==> src/rtl/mdu_pkg.sv <==
package mdu_pkg;
  typedef enum logic {
    OP_MUL = 1'b0,
    OP_DIV = 1'b1
  } mdu_op_e;

  typedef enum logic [1:0] {
    ST_IDLE = 2'd0,
    ST_RUN  = 2'd1,
    ST_PAD  = 2'd2
  } mdu_state_e;
endpackage

==> src/rtl/mdu_mul_step.sv <==
// One add-and-shift step of unsigned multiplication.
module mdu_mul_step #(
  parameter int W = 32
) (
  input  logic [W-1:0] acc,
  input  logic [W-1:0] mplr,
  input  logic [W-1:0] mcand,
  output logic [W-1:0] acc_nx,
  output logic [W-1:0] mplr_nx
);
  logic [W:0] sum;

  always_comb begin
    sum     = {1'b0, acc} + (mplr[0] ? {1'b0, mcand} : '0);
    acc_nx  = sum[W:1];
    mplr_nx = {sum[0], mplr[W-1:1]};
  end
endmodule

==> src/rtl/mdu_div_step.sv <==
// One shift, trial-subtract and test step of restoring division.
module mdu_div_step #(
  parameter int W = 32
) (
  input  logic [W:0]   rem,
  input  logic [W-1:0] quo,
  input  logic [W-1:0] dvsr,
  output logic [W:0]   rem_nx,
  output logic [W-1:0] quo_nx
);
  logic [W:0]   shifted;
  logic [W+1:0] diff;
  logic         fits;

  always_comb begin
    shifted = {rem[W-1:0], quo[W-1]};
    diff    = {1'b0, shifted} - {2'b00, dvsr};
    fits    = ~diff[W+1];
    rem_nx  = fits ? diff[W:0] : shifted;
    quo_nx  = {quo[W-2:0], fits};
  end
endmodule

==> src/rtl/mdu_ctrl.sv <==
// Sequencer: one step per bit, plus a fixed settle tail for divide.
module mdu_ctrl
  import mdu_pkg::*;
#(
  parameter int W       = 32,
  parameter int DIV_PAD = 2
) (
  input  logic clk,
  input  logic rst_n,
  input  logic accept,
  input  logic op_div,
  output logic busy,
  output logic step_en,
  output logic div_mode,
  output logic finish
);
  localparam int CW       = $clog2(W + DIV_PAD + 1);
  localparam int PAD_LAST = (DIV_PAD > 0) ? DIV_PAD - 1 : 0;
  localparam bit HAS_PAD  = (DIV_PAD > 0);

  mdu_state_e    state;
  logic [CW-1:0] cnt;
  logic          last_bit;
  logic          last_pad;

  always_comb begin
    last_bit = (state == ST_RUN) && (cnt == CW'(W - 1));
    last_pad = (state == ST_PAD) && (cnt == CW'(PAD_LAST));
    busy     = (state != ST_IDLE);
    step_en  = (state == ST_RUN);
    finish   = (last_bit && !(div_mode && HAS_PAD)) || last_pad;
  end

  always_ff @(posedge clk) begin
    if (!rst_n) begin
      state    <= ST_IDLE;
      cnt      <= '0;
      div_mode <= 1'b0;
    end else begin
      case (state)
        ST_IDLE: begin
          if (accept) begin
            state    <= ST_RUN;
            cnt      <= '0;
            div_mode <= op_div;
          end
        end
        ST_RUN: begin
          if (last_bit) begin
            cnt   <= '0;
            state <= (div_mode && HAS_PAD) ? ST_PAD : ST_IDLE;
          end else begin
            cnt <= cnt + 1'b1;
          end
        end
        ST_PAD: begin
          if (last_pad) state <= ST_IDLE;
          else          cnt   <= cnt + 1'b1;
        end
        default: state <= ST_IDLE;
      endcase
    end
  end
endmodule

==> src/rtl/mdu_top.sv <==
// Iterative unsigned multiply/divide with HI/LO result registers.
module mdu_top
  import mdu_pkg::*;
#(
  parameter int W       = 32,
  parameter int DIV_PAD = 2
) (
  input  logic         clk,
  input  logic         rst_n,
  input  logic         req_valid,
  output logic         req_ready,
  input  logic         req_op,
  input  logic [W-1:0] opnd_a,
  input  logic [W-1:0] opnd_b,
  output logic         busy,
  output logic         done,
  output logic [W-1:0] res_hi,
  output logic [W-1:0] res_lo
);
  logic         accept, step_en, div_mode, finish;
  logic [W:0]   acc, acc_d;
  logic [W-1:0] shreg, shreg_d, opb;
  logic [W-1:0] m_acc, m_sh;
  logic [W:0]   d_acc;
  logic [W-1:0] d_sh;

  assign req_ready = ~busy;
  assign accept    = req_valid & ~busy;

  mdu_ctrl #(.W(W), .DIV_PAD(DIV_PAD)) u_ctrl (
    .clk      (clk),
    .rst_n    (rst_n),
    .accept   (accept),
    .op_div   (req_op == OP_DIV),
    .busy     (busy),
    .step_en  (step_en),
    .div_mode (div_mode),
    .finish   (finish)
  );

  mdu_mul_step #(.W(W)) u_mul (
    .acc     (acc[W-1:0]),
    .mplr    (shreg),
    .mcand   (opb),
    .acc_nx  (m_acc),
    .mplr_nx (m_sh)
  );

  mdu_div_step #(.W(W)) u_div (
    .rem    (acc),
    .quo    (shreg),
    .dvsr   (opb),
    .rem_nx (d_acc),
    .quo_nx (d_sh)
  );

  always_comb begin
    acc_d   = acc;
    shreg_d = shreg;
    if (step_en) begin
      if (div_mode) begin
        acc_d   = d_acc;
        shreg_d = d_sh;
      end else begin
        acc_d   = {1'b0, m_acc};
        shreg_d = m_sh;
      end
    end
  end

  always_ff @(posedge clk) begin
    if (!rst_n) begin
      acc    <= '0;
      shreg  <= '0;
      opb    <= '0;
      res_hi <= '0;
      res_lo <= '0;
      done   <= 1'b0;
    end else begin
      done <= finish;
      if (accept) begin
        acc   <= '0;
        shreg <= opnd_a;
        opb   <= opnd_b;
      end else begin
        acc   <= acc_d;
        shreg <= shreg_d;
      end
      if (finish) begin
        res_hi <= acc_d[W-1:0];
        res_lo <= shreg_d;
      end
    end
  end
endmodule

==> config.mk <==
export PLATFORM = sky130hd
export DESIGN_NAME = mdu_top
export DESIGN_NICKNAME = d
export VERILOG_FILES = /design/src/rtl/mdu_pkg.sv /design/src/rtl/mdu_mul_step.sv /design/src/rtl/mdu_div_step.sv /design/src/rtl/mdu_ctrl.sv /design/src/rtl/mdu_top.sv
export SDC_FILE = /design/constraint.sdc
export NUM_CORES = 1
export LEC_CHECK = 0
export BUFFER_PORTS_ARGS = -buffer_cell sky130_fd_sc_hd__buf_2
export CORE_UTILIZATION = 40
export CTS_CLUSTER_DIAMETER = 40
export CTS_CLUSTER_SIZE = 14
export DETAILED_ROUTE_END_ITERATION = 16
export PLACE_DENSITY = 0.61
export SETUP_SLACK_MARGIN = 0.05
export SYNTH_ARGS = -nofsm -noshare
export SYNTH_HDL_FRONTEND = slang
export SYNTH_SLANG_ARGS = --single-unit
==> constraint.sdc <==
create_clock -name clk -period 4.1 [get_ports clk]
set_clock_uncertainty 0.05 [all_clocks]
set_input_delay 0.82 -clock clk [delete_from_list [all_inputs] [get_ports clk]]
set_output_delay 0.82 -clock clk [all_outputs]
set_load 0.1 [all_outputs]
==> run summary <==
Synth Net Count - 1669
Combinational share of power - 28.3%
CP startpoint kind - flop
Grt ovf - 0
Max Root-Sink Buffers - 2
Final nets - 1751
Total wire length - 37.0 mm
Critical path endpoint category - flop
Tmin final - 3.69 ns
Antenna Nets Post-Route - 0
Multiplexer share of the synthesized area - 3.05%
Die W - 170 um
Lkg Pwr - 0.00542 uW
Antenna violations before repair - 0
Avg Inst Size Synth - 7.36 sq um
H-tree Lvls - 4
Adder-Cell Fraction of Synth Area - 8.03%
Setup TNS - 0 ns
DR iter-0 viols - 899
Post-placement cell area - 12200 sq um
Synth Area in XOR/XNOR - 4.12%
Unrepaired setup endpoints after global routing - no
Critical path arrival - 4.00 ns
Main combinational cell family by area after synthesis - compound AO/OA/AOI/OAI gates
DRC Markers - 0
Synth area leader - dfxtp_1
Slew HR - 23.9%
Clock transition at path regs - 0.07 ns
Sequential power share - 35.8%
CTS Buf Count - 17
Core area - 27700 sq um
Max Freq - 0.271 GHz
Vias in the first global route - 10500
Fin crit share - 90.1%
Syn Inst Count - 1530
EDFF count, synth - 0
Rows - 61
Power Dens Cells - 395 nW/um^2
Worst EP required - 4.41 ns
NetSw - 1770 uW
Worst Tran Pin Value - 1.14 ns
P_int - 3310 uW
CTS tree - done
Post-CTS setup buffer count - 0
Final setup vio count - 0
Clk_lat worst skew - 0.47 ns
Clock power share - 35.9%
First-pass GRT wire length - 58.2 mm
DRT Pass-1 Iters - 6
Area Growth Syn to Fin - 14.4%
Final GP Congestion - 0.967
GRT Util Overall - 26.0%
Net Sw Frac - 34.8%
Commonest cells after routing, fill and taps aside - nand2_1 (277), a21oi_1 (225), dfxtp_1 (168)
Synth Area in Compound Gates - 26.6%
Synth area leaders - dfxtp_1 (30%), a21oi_1 (10%), nand2_1 (9.3%), ha_1 (7.7%), nor2_1 (3.9%)
Synth unique cells - 82
Slowest-stage cell, CP - a221oi_1
Yosys top cell area share - 30.2%
Final Instance Area - 12900 sq um
Critical Path Fanout Max - 18
Seq/Total Area, Yosys - 30.2%
Syn. warnings - 0
Final hold viol count - 0
Wire per inst - 18.5 um
# IOs - 135
DR vias/cell - 5.69
Detailed placement HPWL - 26.8 mm
Final Max Tran Viols - 0
Via count - 11400
Maximum vdd ir drop - 287 uV
CTS Sinks - 170
Maxcap violations - 0
IO buf count - 134
Cell Area, Synth - 11300 sq um
Commonest non-fill, non-tap cell in the layout - nand2_1
Synth Flop Type - dfxtp_1
Layout cells sized above 1 - 13.8%
Slowest stage delay, CP - 0.51 ns
Ant diodes - 0
Post-synth ARST share - 0%
Status - completed
HP Class - flop to flop
Largest net degree at the start of global routing - 84
Die ar. - 28800 sq um
#FFs+latches synth - 170
Starting density of the core - 40.6%
Crit path kind - flop to flop
Root buf cell - clkbuf_16
Crit-path cells - and2_1 > ha_1 > fa_1 > a21o_1 > a221oi_1 > nor3_1 > o21ba_2 > a221oi_2 > xnor2_1 > nor2_1 > a31o_2 > o211ai_1
Simple-gate portion of the synthesized area - 22.7%
DIE HEIGHT - 170 um
[critical path: cells and delay by family (launching register included)]
family          cells  cell delay (ns)
compound gates      6             1.85
xor+xnor            1             0.17
fa+ha+maj           2             0.63
flops               1             0.43
simple gates        3             0.45
[logic make-up (layout without fill, tap and decap cells)]
| kind of cell | count (synthesis) | in the layout |
|---|---|---|
| AO/OA/AOI/OAI | 478 | 478 |
| XOR/XNOR | 53 | 53 |
| adder cells (fa/ha/maj) | 71 | 71 |
| buffers and inverters | 150 | 245 |
| flip-flops | 170 | 170 |
| multiplexers | 34 | 34 |
| AND/OR/NAND/NOR | 574 | 574 |
[cell usage after synthesis (32+ instances only)]
master      n
ha_1       69
inv_1      55
dfxtp_1   170
a21oi_1   225
nor2_1    118
nand3_1    35
mux2i_1    32
o21ai_0    63
nand2_1   279
a21o_1     33
clkbuf_1   70
and2_1     39
xnor2_1    33
[sequential cells by signal, indices dropped and copies added (netlist names)]
name and cells:
done 1, u_ctrl.state 2, opb 32, acc 32, shreg 32, u_ctrl.cnt 6, res_hi 32, u_ctrl.div_mode 1
res_lo 32
[final timing paths]
check | startpoint | endpoint | slack, ns | cells after the start
worst max-delay path | shreg[0] | res_hi[23] | 0.41 | 12
worst max register to register | shreg[0] | res_hi[23] | 0.41 | 12
worst min-delay path | res_lo[9] | res_lo[9] | 0.40 | 2
worst min register to register | res_lo[9] | res_lo[9] | 0.40 | 2
[stage by stage]
step / setup WS (ns) / hold WS, ns / power (uW) / util [%] / std cells
final: 0.405 / 0.400 / 5080 / 46.5 / 2003
after CTS: 0.293 / 0.404 / 5090 / 46.4 / 2003
after floorplan: 0.947 / 0.395 / 2880 / - / 1530
after detailed placement: 0.314 / 0.391 / 3260 / 44.1 / 1971
after global placement: 0.366 / 0.389 / 3260 / 44.1 / 1971
after global routing: 0.236 / 0.417 / 5320 / 46.5 / 2003
[metal layers]
| layer | vias to the layer above | part of all wire [%] | GRT usage [%] |
|---|---|---|---|
| met5 | - | 0 | 0 |
| met4 | 0 | 1.9 | 8.23 |
| met3 | 44 | 6.8 | 4.43 |
| met2 | 411 | 43 | 39.6 |
| met1 | 5352 | 48 | 36.8 |
| li1 | 5588 | - | - |
[power by group through the flow]
stage / Clock [uW] / Combinational (uW) / Sequential [uW]
2_1_floorplan: 0 / 1060 / 1810
3_3_place_gp: 0 / 1400 / 1850
3_5_place_dp: 0 / 1410 / 1850
4_1_cts: 1860 / 1420 / 1810
5_1_grt: 1920 / 1580 / 1820
6_report: 1830 / 1440 / 1820
[final cells by class]
type,instances,area (sq um)
Fill cell,2811,14800
Tap cell,378,473
Clock inverter,12,199
Sequential cell,170,3410
Clock buffer,20,447
Inverter,56,211
Multi-Input combinational cell,1210,7290
Timing Repair Buffer,157,843
[timing repair]
item | 4_1_cts | 5_1_grt
endpoints found under the hold margin | 0 | 0
gates resized for setup | 0 | 2
hold buffers | 0 | 0
setup endpoints to repair | 0 | 6
Power figures use the tool's default switching activity.
